$ cat src/rtl/prg_ctl_pkg.sv
package prg_ctl_pkg;

    parameter int unsigned PKG_BANK_W = 8;

    typedef enum logic [1:0] {
        MIR_VERT   = 2'd0,
        MIR_HORZ   = 2'd1,
        MIR_PAGE_A = 2'd2,
        MIR_PAGE_B = 2'd3
    } mirror_e;

    typedef struct packed {
        logic [PKG_BANK_W-1:0] win8;
        logic [PKG_BANK_W-1:0] winA;
        mirror_e               mir;
    } ctl_regs_t;

endpackage

$ cat src/rtl/prg_addr_decode.sv
module prg_addr_decode #(
    parameter int unsigned ADDR_W    = 16,
    parameter logic [15:0] A_WIN8    = 16'h8010,
    parameter logic [15:0] A_WINA    = 16'hA010,
    parameter logic [15:0] A_MIR     = 16'h9400,
    parameter int unsigned RAM_TAG_W = 3,
    parameter logic [2:0]  RAM_TAG   = 3'b011
) (
    input  logic [ADDR_W-1:0] addr_i,
    input  logic              wr_i,
    output logic              ld_win8_o,
    output logic              ld_winA_o,
    output logic              ld_mir_o,
    output logic              wram_sel_o
);
    localparam int unsigned TAG_LSB = ADDR_W - RAM_TAG_W;

    always_comb begin
        ld_win8_o  = wr_i && (addr_i == A_WIN8);
        ld_winA_o  = wr_i && (addr_i == A_WINA);
        ld_mir_o   = wr_i && (addr_i == A_MIR);
        wram_sel_o = (addr_i[ADDR_W-1:TAG_LSB] == RAM_TAG);
    end

endmodule

$ cat src/rtl/prg_bank_regs.sv
module prg_bank_regs
    import prg_ctl_pkg::*;
(
    input  logic                  clk,
    input  logic                  rst,
    input  logic [PKG_BANK_W-1:0] data_i,
    input  logic                  ld_win8_i,
    input  logic                  ld_winA_i,
    input  logic                  ld_mir_i,
    output ctl_regs_t             regs_o
);
    ctl_regs_t r_d, r_q;

    always_comb begin
        r_d = r_q;
        if (ld_win8_i) r_d.win8 = data_i;
        if (ld_winA_i) r_d.winA = data_i;
        if (ld_mir_i)  r_d.mir  = mirror_e'(data_i[1:0]);
    end

    always_ff @(posedge clk) begin
        if (rst) r_q <= '0;
        else     r_q <= r_d;
    end

    assign regs_o = r_q;

    AST_WIN8_LOAD: assert property (@(posedge clk) disable iff (rst)
        (!rst && ld_win8_i) |=> (r_q.win8 == $past(data_i)))
        else $error("win8 load mismatch");
    AST_WINA_LOAD: assert property (@(posedge clk) disable iff (rst)
        (!rst && ld_winA_i) |=> (r_q.winA == $past(data_i)))
        else $error("winA load mismatch");
    AST_MIR_LOAD: assert property (@(posedge clk) disable iff (rst)
        (!rst && ld_mir_i) |=> (r_q.mir == mirror_e'($past(data_i[1:0]))))
        else $error("mirror load mismatch");
    AST_WIN8_HOLD: assert property (@(posedge clk) disable iff (rst)
        (!rst && !ld_win8_i) |=> $stable(r_q.win8))
        else $error("win8 changed without load");
    AST_WINA_HOLD: assert property (@(posedge clk) disable iff (rst)
        (!rst && !ld_winA_i) |=> $stable(r_q.winA))
        else $error("winA changed without load");
    AST_MIR_HOLD: assert property (@(posedge clk) disable iff (rst)
        (!rst && !ld_mir_i) |=> $stable(r_q.mir))
        else $error("mirror changed without load");
    AST_RST_CLEAR: assert property (@(posedge clk)
        rst |=> (r_q == '0))
        else $error("reset did not clear");

endmodule

$ cat src/rtl/prg_fixed_banks.sv
module prg_fixed_banks #(
    parameter int unsigned BANK_W = 8,
    parameter int unsigned IMPL_W = 6,
    parameter int unsigned N_FIX  = 2
) (
    input  logic [BANK_W:0]   count_i,
    output logic [BANK_W-1:0] bank_o [N_FIX]
);
    localparam int unsigned CNT_W = BANK_W + 1;

    for (genvar g = 0; g < N_FIX; g++) begin : g_fix
        logic [CNT_W-1:0] diff;
        always_comb begin
            diff      = count_i - CNT_W'(N_FIX - g);
            bank_o[g] = BANK_W'(diff[IMPL_W-1:0]);
        end
    end

    always_comb begin
        if (N_FIX > 1) begin
            AST_FIX_ADJ: assert (bank_o[N_FIX-1] ==
                BANK_W'(IMPL_W'(bank_o[N_FIX-2] + 1'b1)))
                else $error("fixed banks not adjacent");
        end
        AST_FIX_RANGE: assert ((bank_o[0] >> IMPL_W) == '0)
            else $error("fixed bank above implemented width");
    end

endmodule

$ cat src/rtl/prg_bank_ctl.sv
module prg_bank_ctl
    import prg_ctl_pkg::*;
#(
    parameter int unsigned ADDR_W = 16,
    parameter int unsigned BANK_W = PKG_BANK_W,
    parameter int unsigned IMPL_W = 6
) (
    input  logic              clk,
    input  logic              rst,
    input  logic [ADDR_W-1:0] cpu_addr,
    input  logic [BANK_W-1:0] cpu_data,
    input  logic              cpu_wr,
    input  logic [BANK_W:0]   rom_banks,
    output logic [BANK_W-1:0] win8_bank,
    output logic [BANK_W-1:0] winA_bank,
    output logic [BANK_W-1:0] winC_bank,
    output logic [BANK_W-1:0] winE_bank,
    output logic              wram_sel,
    output logic [1:0]        mirror_mode
);
    localparam int unsigned N_FIX = 2;

    logic      ld_win8, ld_winA, ld_mir;
    ctl_regs_t regs;
    logic [BANK_W-1:0] fix_bank [N_FIX];

    prg_addr_decode #(.ADDR_W(ADDR_W)) u_dec (
        .addr_i     (cpu_addr),
        .wr_i       (cpu_wr),
        .ld_win8_o  (ld_win8),
        .ld_winA_o  (ld_winA),
        .ld_mir_o   (ld_mir),
        .wram_sel_o (wram_sel)
    );

    prg_bank_regs u_regs (
        .clk       (clk),
        .rst       (rst),
        .data_i    (cpu_data),
        .ld_win8_i (ld_win8),
        .ld_winA_i (ld_winA),
        .ld_mir_i  (ld_mir),
        .regs_o    (regs)
    );

    prg_fixed_banks #(.BANK_W(BANK_W), .IMPL_W(IMPL_W), .N_FIX(N_FIX)) u_fix (
        .count_i (rom_banks),
        .bank_o  (fix_bank)
    );

    assign win8_bank   = regs.win8;
    assign winA_bank   = regs.winA;
    assign winC_bank   = fix_bank[0];
    assign winE_bank   = fix_bank[1];
    assign mirror_mode = regs.mir;

    AST_WRAM_NO_LOAD: assert property (@(posedge clk) disable iff (rst)
        wram_sel |-> !(ld_win8 || ld_winA || ld_mir))
        else $error("RAM window hit also loaded a register");

endmodule

$ cat config.mk
export PLATFORM = sky130hd
export DESIGN_NAME = prg_bank_ctl
export DESIGN_NICKNAME = d
export VERILOG_FILES = /design/src/rtl/prg_ctl_pkg.sv /design/src/rtl/prg_addr_decode.sv /design/src/rtl/prg_bank_regs.sv /design/src/rtl/prg_fixed_banks.sv /design/src/rtl/prg_bank_ctl.sv
export SDC_FILE = /design/constraint.sdc
export NUM_CORES = 1
export LEC_CHECK = 0
export CORE_UTILIZATION = 40
export DETAILED_ROUTE_END_ITERATION = 10
export DONT_BUFFER_PORTS = 1
export PLACE_DENSITY = 0.52
export SKIP_LAST_GASP = 1
export SYNTH_ARGS = -nofsm -noshare
export SYNTH_HDL_FRONTEND = slang
export SYNTH_SLANG_ARGS = --single-unit
$ cat constraint.sdc
create_clock -name clk -period 4 [get_ports clk]
set_input_delay 1 -clock clk [delete_from_list [all_inputs] [get_ports clk]]
set_output_delay 1 -clock clk [all_outputs]
set_load 0.05 [all_outputs]
==> flow_summary.toml <==
[status]
status = "completed"

[floorplan]
io_pins = 71
rows = 17
start_util_pct = 44.0
die_w_um = 52.3
dieArea_mm2 = 0.00273
core_mm2 = 0.00230
die_h_um = 52.3

[cells_and_area]
multiInputGateArea_um2 = 572
instances_no_fill = 155
layout_common_cells = "a21oi_1, dfxtp_1, o21ai_0"
final_util_pct = 47.3
drive_gt1_share_pct = 11.8
synthToLayoutAreaGrowth_pct = 7.43
antenna_cells = 0
final_nets = 167
largest_reg_flops = 18
register_area_um2 = 360
num-fill-cells = 253

[yosys]
yosysUniqueCellTypes = 25
syn_inst = 123
avgSynthCellArea_um2 = 8.22
synth_top_area_share_pct = 35.6
synth_area_leaders = "dfxtp_1, a21oi_1, o21ai_0"
yosys_warnings = 0
yosys.area.top_type = "dfxtp_1"
yosysSeqAreaShare_pct = 35.6
syn_area_mm2 = 0.00101
ys_ff_latch = 18

[setup_path]
worstSetupPathType = "in -> out"
cp_data_arrival_time_ns = 2.24
path_max_fanout = 4
crit_required_ns = 3.00
start_kind = "input pin"
endpoint_kind = "primary output"

[placement]
place.gp.congestion = 0.640
dp_hpwl_um = 1760
portBuffers = 0
dp.cells = 151

[sta]
tightest_slew_ns = 0.876
hold_violations = 0
setup-violations-final = 0
relSlewSlack_pct = 41.4
fin_crit_sh_pct = 80.9
final_period_minus_worst_setup_slack_ns = 3.24
setup_tns_ns = 0
rsz0062_at_grt = "no"
fmax_mhz = 309
fin_skew_ns = 0
slew_violations = 0

[drt]
vias = 868
drtPass1Iterations = 4
drc_errors = 0
met3WireLength_um = 286
via_per_inst = 5.60
wl_met1_um = 1010
wl_met2_um = 1010
drtAntennaViolNets = 0
routed_wl_um = 2300
wl_per_cell_um = 14.9
drtIter0Drc = 30
routed.top_layer = "met3"

[grt]
grt_use_total_pct = 17.4
antenna_found_initial = 0
grt_remaining_overflow = 0
grt_pass1_wl_um = 3460
grt_pass1_vias = 740
grt_max_degree = 19

[cts]
cts.sinks = 18
numCtsBuffers = 3
clockRootBuffer = "clkbuf_4"
clk_latency_ns = 0.29
cts_setup_buffers = 0
cts_tree = "done"
h-tree-depth = 1
cts_resized = 0
holdBufCountCts = 0
clk_pin_slew_ns = 0.10
clock_path_buffers = 2

[power]
vdd_drop_max_mv = 0.222
pwr_density_cell_mw_per_mm2 = 339
power_uw = 368
leakagePower_nw = 0.385

[hold_path]
min-delay-path-class = "reg -> reg"

[job]
maxCapViolations = 0
-- critical path: stages --
cell and delay, ns:
inv_1 0.03, buf_4 0.20, ha_1 0.22, nor3b_1 0.30, nand2_1 0.11, xnor2_1 0.15, buf_4 0.22
-- per-stage QoR --
step | worst slack (ns) | hold WS, ns | cell area (um2)
global placement | 0.783 | 0.704 | 1050
CTS | 0.752 | 0.731 | 1090
finish | 0.765 | 0.730 | 1090
detailed placement | 0.759 | 0.717 | 1050
global route | 0.680 | 0.726 | 1090
floorplan | 0.163 | 0.698 | 1020
-- final cells by class --
class / count / area share (%)
Multi-Input combinational cell: 91 / 52.6
Tap cell: 28 / 3.23
Sequential cell: 18 / 33.2
Inverter: 6 / 2.07
Clock buffer: 4 / 3.34
Timing Repair Buffer: 8 / 5.53
-- per-layer routing --
metal | vias up | track usage (%)
met4 | 0 | 2.63
met5 | - | 0
met1 | 384 | 23.9
met2 | 44 | 25.0
li1 | 440 | -
met3 | 0 | 8.12
-- where the power goes --
part	switching (mW)	internal [mW]
sequential	0.00000597	0.179
combinational	0.0579	0.0183
clock	0.0573	0.0554
-- worst paths after layout --
kind | start | endpoint | slack, ns | cells past startpoint
worst min register to register | u_regs.regs_o[1] | u_regs.regs_o[1] | 0.73 | 2
worst max register to register | u_regs.regs_o[15] | u_regs.regs_o[15] | 2.95 | 2
worst min-delay path | u_regs.regs_o[1] | u_regs.regs_o[1] | 0.73 | 2
worst max-delay path | rom_banks[1] | winE_bank[5] | 0.76 | 7
-- cell usage after synthesis --
library cell  number
a21oi_1           18
and2_1             2
and3b_1            1
and4_1             1
buf_1              1
buf_2              3
buf_4              6
clkbuf_1           1
conb_1             1
dfxtp_1           18
ha_1               3
inv_1              6
nand2_1            8
nand3_1            8
nand4_1           10
nor2_1             3
nor3_1             2
nor3b_1            1
nor3b_4            1
nor4_4             2
o21ai_0           16
o31ai_1            2
or4b_1             2
xnor2_1            3
xor2_1             4
-- cells by family after synthesis --
family	Yosys count	synth area share, %
buf+inv	17	8.91
xor+xnor	7	6.06
compound gates	36	18.3
fa+ha+maj	3	3.71
simple gates	41	27.0
flops	18	35.6
other cells	1	0.371
Note: power is estimated with default switching activity, not from simulation.
